===== config.mk =====
export PLATFORM = sky130hd
export DESIGN_NAME = dma_glob_regs
export DESIGN_NICKNAME = d
export VERILOG_FILES = /design/src/rtl/dmag_pkg.sv /design/src/rtl/dmag_ctrl.sv /design/src/rtl/dmag_pend.sv /design/src/rtl/dmag_dbell.sv /design/src/rtl/dma_glob_regs.sv
export SDC_FILE = /design/constraint.sdc
export NUM_CORES = 1
export LEC_CHECK = 0
export BUFFER_PORTS_ARGS = -buffer_cell sky130_fd_sc_hd__buf_2
export CAP_MARGIN = 25
export CELL_PAD_IN_SITES_DETAIL_PLACEMENT = 0
export CELL_PAD_IN_SITES_GLOBAL_PLACEMENT = 1
export CORE_UTILIZATION = 33
export DETAILED_ROUTE_END_ITERATION = 12
export MAX_ROUTING_LAYER = met4
export PLACE_DENSITY_LB_ADDON = 0.1
export SYNTH_ARGS = -nofsm -noshare
export SYNTH_HDL_FRONTEND = slang
export SYNTH_SLANG_ARGS = --single-unit

===== constraint.sdc =====
create_clock -name clk -period 1.2 [get_ports clk]
set_clock_uncertainty 0.15 [all_clocks]
set_input_delay 0.12 -clock clk [delete_from_list [all_inputs] [get_ports clk]]
set_output_delay 0.12 -clock clk [all_outputs]
set_load 0.05 [all_outputs]

===== src/rtl/dmag_pkg.sv =====
package dmag_pkg;

    localparam logic [15:0] OFF_CTRL  = 16'h1000;
    localparam logic [15:0] OFF_PEND  = 16'h1004;
    localparam logic [15:0] OFF_DBELL = 16'h1008;
    localparam logic [15:0] OFF_DBSET = 16'h100C;
    localparam logic [15:0] OFF_PMASK = 16'h101C;

    localparam int BIT_EN   = 0;
    localparam int BIT_AERR = 2;
    localparam int BIT_HALT = 3;
    localparam int BIT_PERF = 31;

    typedef struct packed {
        logic en;
        logic aerr;
        logic halt;
        logic perf;
    } ctrl_t;

endpackage


===== src/rtl/dmag_ctrl.sv =====
module dmag_ctrl
    import dmag_pkg::*;
(
    input  logic  clk,
    input  logic  rst_n,
    input  logic  wr,
    input  logic  wr_en,
    input  logic  wr_perf,
    input  logic  wr_keep_aerr,
    input  logic  wr_keep_halt,
    input  logic  any_aerr,
    input  logic  any_halt,
    output ctrl_t ctrl_q
);

    ctrl_t ctrl_d;

    always_comb begin
        ctrl_d = ctrl_q;
        if (wr) begin
            ctrl_d.en   = wr_en;
            ctrl_d.perf = wr_perf;
            ctrl_d.aerr = ctrl_q.aerr & wr_keep_aerr;
            ctrl_d.halt = ctrl_q.halt & wr_keep_halt;
        end
        // channel events take precedence over a clearing write
        if (any_aerr) ctrl_d.aerr = 1'b1;
        if (any_halt) ctrl_d.halt = 1'b1;
    end

    always_ff @(posedge clk or negedge rst_n) begin
        if (!rst_n) ctrl_q <= '0;
        else        ctrl_q <= ctrl_d;
    end

    AST_HALT_STICKY: assert property (@(posedge clk) disable iff (!rst_n)
        (ctrl_q.halt && !wr) |=> ctrl_q.halt);
    AST_HALT_EVT_WINS: assert property (@(posedge clk) disable iff (!rst_n)
        any_halt |=> ctrl_q.halt);
    AST_AERR_NO_SET: assert property (@(posedge clk) disable iff (!rst_n)
        (wr && !ctrl_q.aerr && !any_aerr) |=> !ctrl_q.aerr);

endmodule


===== src/rtl/dmag_pend.sv =====
module dmag_pend #(
    parameter int NUM_CH = 32
) (
    input  logic              clk,
    input  logic              rst_n,
    input  logic              wr,
    input  logic [NUM_CH-1:0] wdata,
    input  logic [NUM_CH-1:0] ev,
    output logic [NUM_CH-1:0] pend_q
);

    typedef struct packed {
        logic [NUM_CH-1:0] pend;
    } pend_state_t;

    pend_state_t st_d;
    pend_state_t st_q;

    always_comb begin
        st_d = st_q;
        for (int i = 0; i < NUM_CH; i++) begin
            if (wr) st_d.pend[i] = st_q.pend[i] & wdata[i];
            if (ev[i]) st_d.pend[i] = 1'b1;
        end
    end

    always_ff @(posedge clk or negedge rst_n) begin
        if (!rst_n) st_q <= '0;
        else        st_q <= st_d;
    end

    assign pend_q = st_q.pend;

    AST_EVT_WINS: assert property (@(posedge clk) disable iff (!rst_n)
        (|ev) |=> ((pend_q & $past(ev)) == $past(ev)));
    AST_CLR_ALL: assert property (@(posedge clk) disable iff (!rst_n)
        (wr && wdata == '0 && ev == '0) |=> (pend_q == '0));

endmodule


===== src/rtl/dmag_dbell.sv =====
module dmag_dbell #(
    parameter int NUM_CH = 32
) (
    input  logic              clk,
    input  logic              rst_n,
    input  logic              wr,
    input  logic [NUM_CH-1:0] wdata,
    output logic [NUM_CH-1:0] fetch_req
);

    typedef struct packed {
        logic [NUM_CH-1:0] req;
    } db_state_t;

    db_state_t st_d;
    db_state_t st_q;

    always_comb begin
        st_d.req = wr ? wdata : '0;
    end

    always_ff @(posedge clk or negedge rst_n) begin
        if (!rst_n) st_q <= '0;
        else        st_q <= st_d;
    end

    assign fetch_req = st_q.req;

    AST_DB_ONE_CYCLE: assert property (@(posedge clk) disable iff (!rst_n)
        !wr |=> (fetch_req == '0));
    AST_DB_MATCH: assert property (@(posedge clk) disable iff (!rst_n)
        wr |=> (fetch_req == $past(wdata)));

endmodule


===== src/rtl/dma_glob_regs.sv =====
module dma_glob_regs
    import dmag_pkg::*;
#(
    parameter int NUM_CH = 32,
    parameter int ADDR_W = 13
) (
    input  logic              clk,
    input  logic              rst_n,
    input  logic              reg_wr,
    input  logic              reg_rd,
    input  logic [ADDR_W-1:0] reg_addr,
    input  logic [31:0]       reg_wdata,
    output logic [31:0]       reg_rdata,
    input  logic [NUM_CH-1:0] ch_done,
    input  logic [NUM_CH-1:0] ch_halt,
    input  logic [NUM_CH-1:0] ch_aerr,
    output logic [NUM_CH-1:0] fetch_req,
    output logic [31:0]       chan_prog_mask,
    output logic              irq
);

    localparam int DW = 32;
    localparam logic [ADDR_W-1:0] A_CTRL  = ADDR_W'(OFF_CTRL);
    localparam logic [ADDR_W-1:0] A_PEND  = ADDR_W'(OFF_PEND);
    localparam logic [ADDR_W-1:0] A_DBSET = ADDR_W'(OFF_DBSET);
    localparam logic [ADDR_W-1:0] A_PMASK = ADDR_W'(OFF_PMASK);

    typedef struct packed {
        logic [DW-1:0] rdata;
        logic [DW-1:0] pmask;
    } top_state_t;

    top_state_t st_d;
    top_state_t st_q;

    logic              hit_ctrl, hit_pend, hit_dbset, hit_pmask;
    logic [NUM_CH-1:0] ev_any;
    logic [NUM_CH-1:0] pend_q;
    ctrl_t             ctrl_q;
    logic [DW-1:0]     ctrl_view;

    assign hit_ctrl  = (reg_addr == A_CTRL);
    assign hit_pend  = (reg_addr == A_PEND);
    assign hit_dbset = (reg_addr == A_DBSET);
    assign hit_pmask = (reg_addr == A_PMASK);
    assign ev_any    = ch_done | ch_halt | ch_aerr;

    dmag_ctrl u_ctrl (
        .clk          (clk),
        .rst_n        (rst_n),
        .wr           (reg_wr && hit_ctrl),
        .wr_en        (reg_wdata[BIT_EN]),
        .wr_perf      (reg_wdata[BIT_PERF]),
        .wr_keep_aerr (reg_wdata[BIT_AERR]),
        .wr_keep_halt (reg_wdata[BIT_HALT]),
        .any_aerr     (|ch_aerr),
        .any_halt     (|ch_halt),
        .ctrl_q       (ctrl_q)
    );

    dmag_pend #(.NUM_CH(NUM_CH)) u_pend (
        .clk    (clk),
        .rst_n  (rst_n),
        .wr     (reg_wr && hit_pend),
        .wdata  (reg_wdata[NUM_CH-1:0]),
        .ev     (ev_any),
        .pend_q (pend_q)
    );

    dmag_dbell #(.NUM_CH(NUM_CH)) u_dbell (
        .clk       (clk),
        .rst_n     (rst_n),
        .wr        (reg_wr && hit_dbset),
        .wdata     (reg_wdata[NUM_CH-1:0]),
        .fetch_req (fetch_req)
    );

    always_comb begin
        ctrl_view = '0;
        ctrl_view[BIT_EN]   = ctrl_q.en;
        ctrl_view[BIT_AERR] = ctrl_q.aerr;
        ctrl_view[BIT_HALT] = ctrl_q.halt;
        ctrl_view[BIT_PERF] = ctrl_q.perf;
    end

    always_comb begin
        st_d = st_q;
        if (reg_wr && hit_pmask) st_d.pmask = reg_wdata;
        if (reg_rd) begin
            if (hit_ctrl)       st_d.rdata = ctrl_view;
            else if (hit_pend)  st_d.rdata = DW'(pend_q);
            else if (hit_pmask) st_d.rdata = st_q.pmask;
            else                st_d.rdata = '0;
        end
    end

    always_ff @(posedge clk or negedge rst_n) begin
        if (!rst_n) st_q <= '0;
        else        st_q <= st_d;
    end

    assign reg_rdata      = st_q.rdata;
    assign chan_prog_mask = st_q.pmask;
    assign irq            = ctrl_q.en & (|pend_q);

    AST_DBSET_READ_ZERO: assert property (@(posedge clk) disable iff (!rst_n)
        (reg_rd && hit_dbset) |=> (reg_rdata == '0));
    AST_IRQ_QUIET: assert property (@(posedge clk) disable iff (!rst_n)
        (pend_q == '0 && ev_any == '0) |=> !irq);
    AST_RDATA_HOLD: assert property (@(posedge clk) disable iff (!rst_n)
        !reg_rd |=> $stable(reg_rdata));

endmodule


# Word level (Yosys, flattened, before mapping)
# Index checks and enable logic that the tools add are counted.
# totals
ff_bits	132
input_bits	145
elab_cells	192
# op_classes
n_eq_ne	4
muxes	71
n_bitwise	37
reduce_logical	41
# ops
cell	n
two-way mux 32 bit	4
OR reduction 32 bit	3
nonzero test 2 bit	34
two-way mux 1 bit	66
bitwise OR 32 bit	2
== test 13 bit, second input constant	4
bitwise AND 1 bit	35
logical AND 1 bit	4
two-way mux 3 bit	1

# Logic depth before layout (Yosys ltp)
# depth
word_depth	4
ltp_mapped	5
mapped_depth_nobuf	3

# Modules after synthesis
# Synthesis repeated with hierarchy kept, for this count alone.
# unflattened
hier_cells	471
area_unflattened_um2	5719.2
# by_module_without_submodules
mod	instances	cells_each	area_per_inst_um2
dma_glob_regs	1	295	3249.4
dmag_pend	1	99	1263.7
dmag_dbell	1	67	1056.0
dmag_ctrl	1	10	150.1

# Worst setup path after synthesis
# OpenSTA, ideal clock, no wires.
# synth_timing
kind	input -> register
startpoint	in reg_addr[7]
endpoint	reg u_ctrl.ctrl_q[0] (netlist name)
setup_time_ps	125
arrival_ps	1596
slack_ps	-671
cell_stages	4
path_buffers	1
path_cell_list	or4_4 -> buf_6 -> or4b_4 -> mux2_4
# synth_via
elab_chain_len	2
# synth_lines
element	line_no	rtl
from (decl)	dma_glob_regs.sv:11	input logic [ADDR_W-1:0] reg_addr,
== test 13 bit	dma_glob_regs.sv:42	assign hit_ctrl = (reg_addr == A_CTRL);
logical AND 1 bit	dma_glob_regs.sv:51	.wr (reg_wr && hit_ctrl),
# No other way between the ends.
# A chain may end at the register's enable or synchronous reset.

# Final worst setup path
# layout_timing
startpoint	reg u_pend.st_q, in the netlist u_pend.pend_q[22]
endpoint	out irq
# layout_via
elab_chain_len	2
# layout_lines
element	line_no	rtl
from (decl)	dmag_pend.sv:17	pend_state_t st_q;
from (signal assigned)	dmag_pend.sv:29	else st_q <= st_d;
OR reduction 32 bit	dma_glob_regs.sv:104	assign irq = ctrl_q.en & (|pend_q);
bitwise AND 1 bit	dma_glob_regs.sv:104	
to (decl)	dma_glob_regs.sv:19	output logic irq
# No other way between the ends.

==> results.ini <==
[final_layout]
fill_cells = 1164
finalNonFillerCells = 1330
drive_above_1_share = 0.603
multi_input_area_um2 = 3360
fin_nets = 1237
final_cell_mix = buf_4, buf_2, dfrtp_1, buf_6, dlygate4sd3_1
area_growth_pct = 120
seq_area_um2 = 3310
n_antenna_cell = 0
fin_area_um2 = 12800
final_common_cell = buf_4

[timing]
worstMarginPinSlew_ps = 652
worst_hold_slack_ps = -69.0
min_period_over_period = 1.77
slew_violations = 0
maxSlewHeadroom = 0.565
hold_viol = 15
fin_crit_ps = 2120
rsz0062_at_grt = true
max_freq_mhz = 472
finalWorstSetupSlack_ps = -919
setup_violations = 229

[synthesis]
synthTopCellsByArea = dfrtp_1, nor4_1, mux2_1
ys_ff_latch = 132
synth_nets = 669
netlist_instances = 524
yosysSeqAreaShare = 0.569
synth_cell_types = 34
syn-mean-instance-area_um2 = 11.1
synth_top_area_share = 0.569
ys_warn_count = 0
yosys.area.top_type = dfrtp_1
syn_area_um2 = 5810

[global_routing]
antenna_found_initial = 0
grt_pass1_vias = 7374
grt_start_max_net_pins = 54
grt_pass1_wl_um = 40700
overflow = 0
grt_usage = 0.310

[route]
ant_nets = 0
route.detailed.drc = 0
firstDrtPassIters = 4
wl_per_cell_um = 21.5
drt-total-wl_um = 28600
drt_iter0_markers = 363
vias = 7158
viasPerCell = 5.38

[pwr]
power_density_nw_per_um2 = 889
max-vdd-ir-drop_v = 0.000963
switching_share = 0.238
switchingPower_mw = 2.71
intPower_mw = 8.66
p_comb_frac = 0.138
p_leak_nw = 5.74
seq_power_share = 0.392
pwr-share-clk = 0.470

[worst_hold_path]
hold_end = u_pend.pend_q[7]
min_from = ch_halt[7]
hold_depth = 4
hold_path_class = input pin to register

[floorplan]
dieArea_um2 = 18100
num_rows = 48
core_um2 = 17200
io_pins = 242
die-width_um = 135
initial_core_util = 0.337
die_y_um = 135

[placed_design]
place_area_um2 = 8630
pre_cts_slack_ps = -748
port_buffers = 241
place_inst = 1114
dp_hpwl_um = 17500
routabilityCongestion = 0.937

[clocking]
numCtsBuffers = 17
cts_tree = built
clock_sinks = 132
root_buffer = clkbuf_16
clk_latency_ps = 420
cts.path.max_buffers = 2
path_clk_slew_ps = 60
htree_levels = 4

[critical_path]
critical_path.max_fanout = 2
start_kind = register
critPathKind = register to output pin
r2r_start = u_pend.pend_q[28]
r2r_cells = 3
end_kind = output pin
r2r-end = u_pend.pend_q[28]
rrSetupSlack_ps = -170
arrival_ps = 1850
worstPathRequired_ps = 930

[outcome]
violations = negative hold slack, negative setup slack
status = finished with violations

[run]
drv_cap = 0

layer usage:
layer  wire [µm]  track usage  vias to the layer above
met2       14300        0.494                      288
met3        1490       0.0484                       70
met4         919        0.128                        0
met5           0            -                        -
li1            -            -                     3185
met1       12000        0.393                     3615
area by class of cell:
| class | count | share of cell area |
|---|---|---|
| clock inverter | 9 | 0.00988 |
| sequential | 132 | 0.259 |
| clock buffer | 23 | 0.0374 |
| multi-input combinational | 326 | 0.262 |
| tap | 225 | 0.0220 |
| inverter | 32 | 0.00939 |
| timing repair buffer | 583 | 0.400 |
timing repair:
item                       CTS  global route
setup buffers               52            20
pin swaps                   17            25
hold endpoints to repair   232            21
setup endpoints to repair  182           225
hold buffers               129            10
cloned                       6             5
resized for setup          253           151
worst max-delay path by stage:
stage | start | endpoint | slack (ps) | cells past startpoint
floorplan | reg_addr[7] | u_ctrl.ctrl_q[0] | -670 | 4
global route | u_pend.pend_q[18] | irq | -980 | 5
detailed placement | reg_addr[0] | u_ctrl.ctrl_q[3] | -750 | 4
CTS | u_pend.pend_q[18] | irq | -960 | 5
finish | u_pend.pend_q[22] | irq | -920 | 5
global placement | reg_addr[0] | u_ctrl.ctrl_q[0] | -710 | 4
kinds of logic (layout without fill, tap and decap cells):
logic type	count (synthesis)	after routing	share of synthesized area
simple gates	193	193	0.208
flops	132	132	0.569
compound gates	99	99	0.109
buf+inv	66	647	0.0468
mux	34	34	0.0672
through the flow:
step           power [mW]  setup TNS, ps   util
2_1_floorplan        4.76         -46730      -
3_5_place_dp         5.60         -70790  0.501
4_1_cts              11.3         -21210  0.691
6_report             11.4         -27570  0.742
5_1_grt              11.7         -34340  0.742
3_3_place_gp         5.59         -66670  0.501
synth_stat cells:
library cell	instances
inv_1	32
nand4b_1	2
and3b_1	2
nor3b_2	1
nor3b_1	6
a211o_1	2
nor4_2	2
dfrtp_1	132
nor4b_1	1
o211ai_1	4
nor4_1	120
o22ai_1	28
and4_1	1
mux2_1	32
nor4_4	1
a22oi_1	28
or4b_4	1
buf_2	4
nand2_1	32
nor3_1	1
buf_4	3
or4bb_1	1
and4b_1	1
clkbuf_1	26
mux2_4	2
buf_6	1
or4_1	1
o2111ai_1	4
o21a_1	1
nand2b_1	5
nand4_1	9
a21oi_1	32
or4_4	1
and3_1	5
critical path, cell delays in order, from the launching register on:
cell and delay (ps):
dfrtp_1 400, nor4_2 340, buf_4 170, nand4_1 130, o21a_4 250, buf_6 150
state kept, by name, indices dropped and copies added, names as in the netlist:
signal and flops:
u_pend.pend_q 32, u_ctrl.ctrl_q 4, u_dbell.fetch_req 32, chan_prog_mask 32, reg_rdata 32
power by group through the flow:
stage | clock network [mW] | logic (mW) | registers, mW
3_3_place_gp | 0 | 1.05 | 4.54
2_1_floorplan | 0 | 0.215 | 4.55
4_1_cts | 5.42 | 1.43 | 4.46
3_5_place_dp | 0 | 1.06 | 4.54
5_1_grt | 5.57 | 1.66 | 4.46
6_report | 5.35 | 1.57 | 4.46
(Power assumes the default switching activity.)
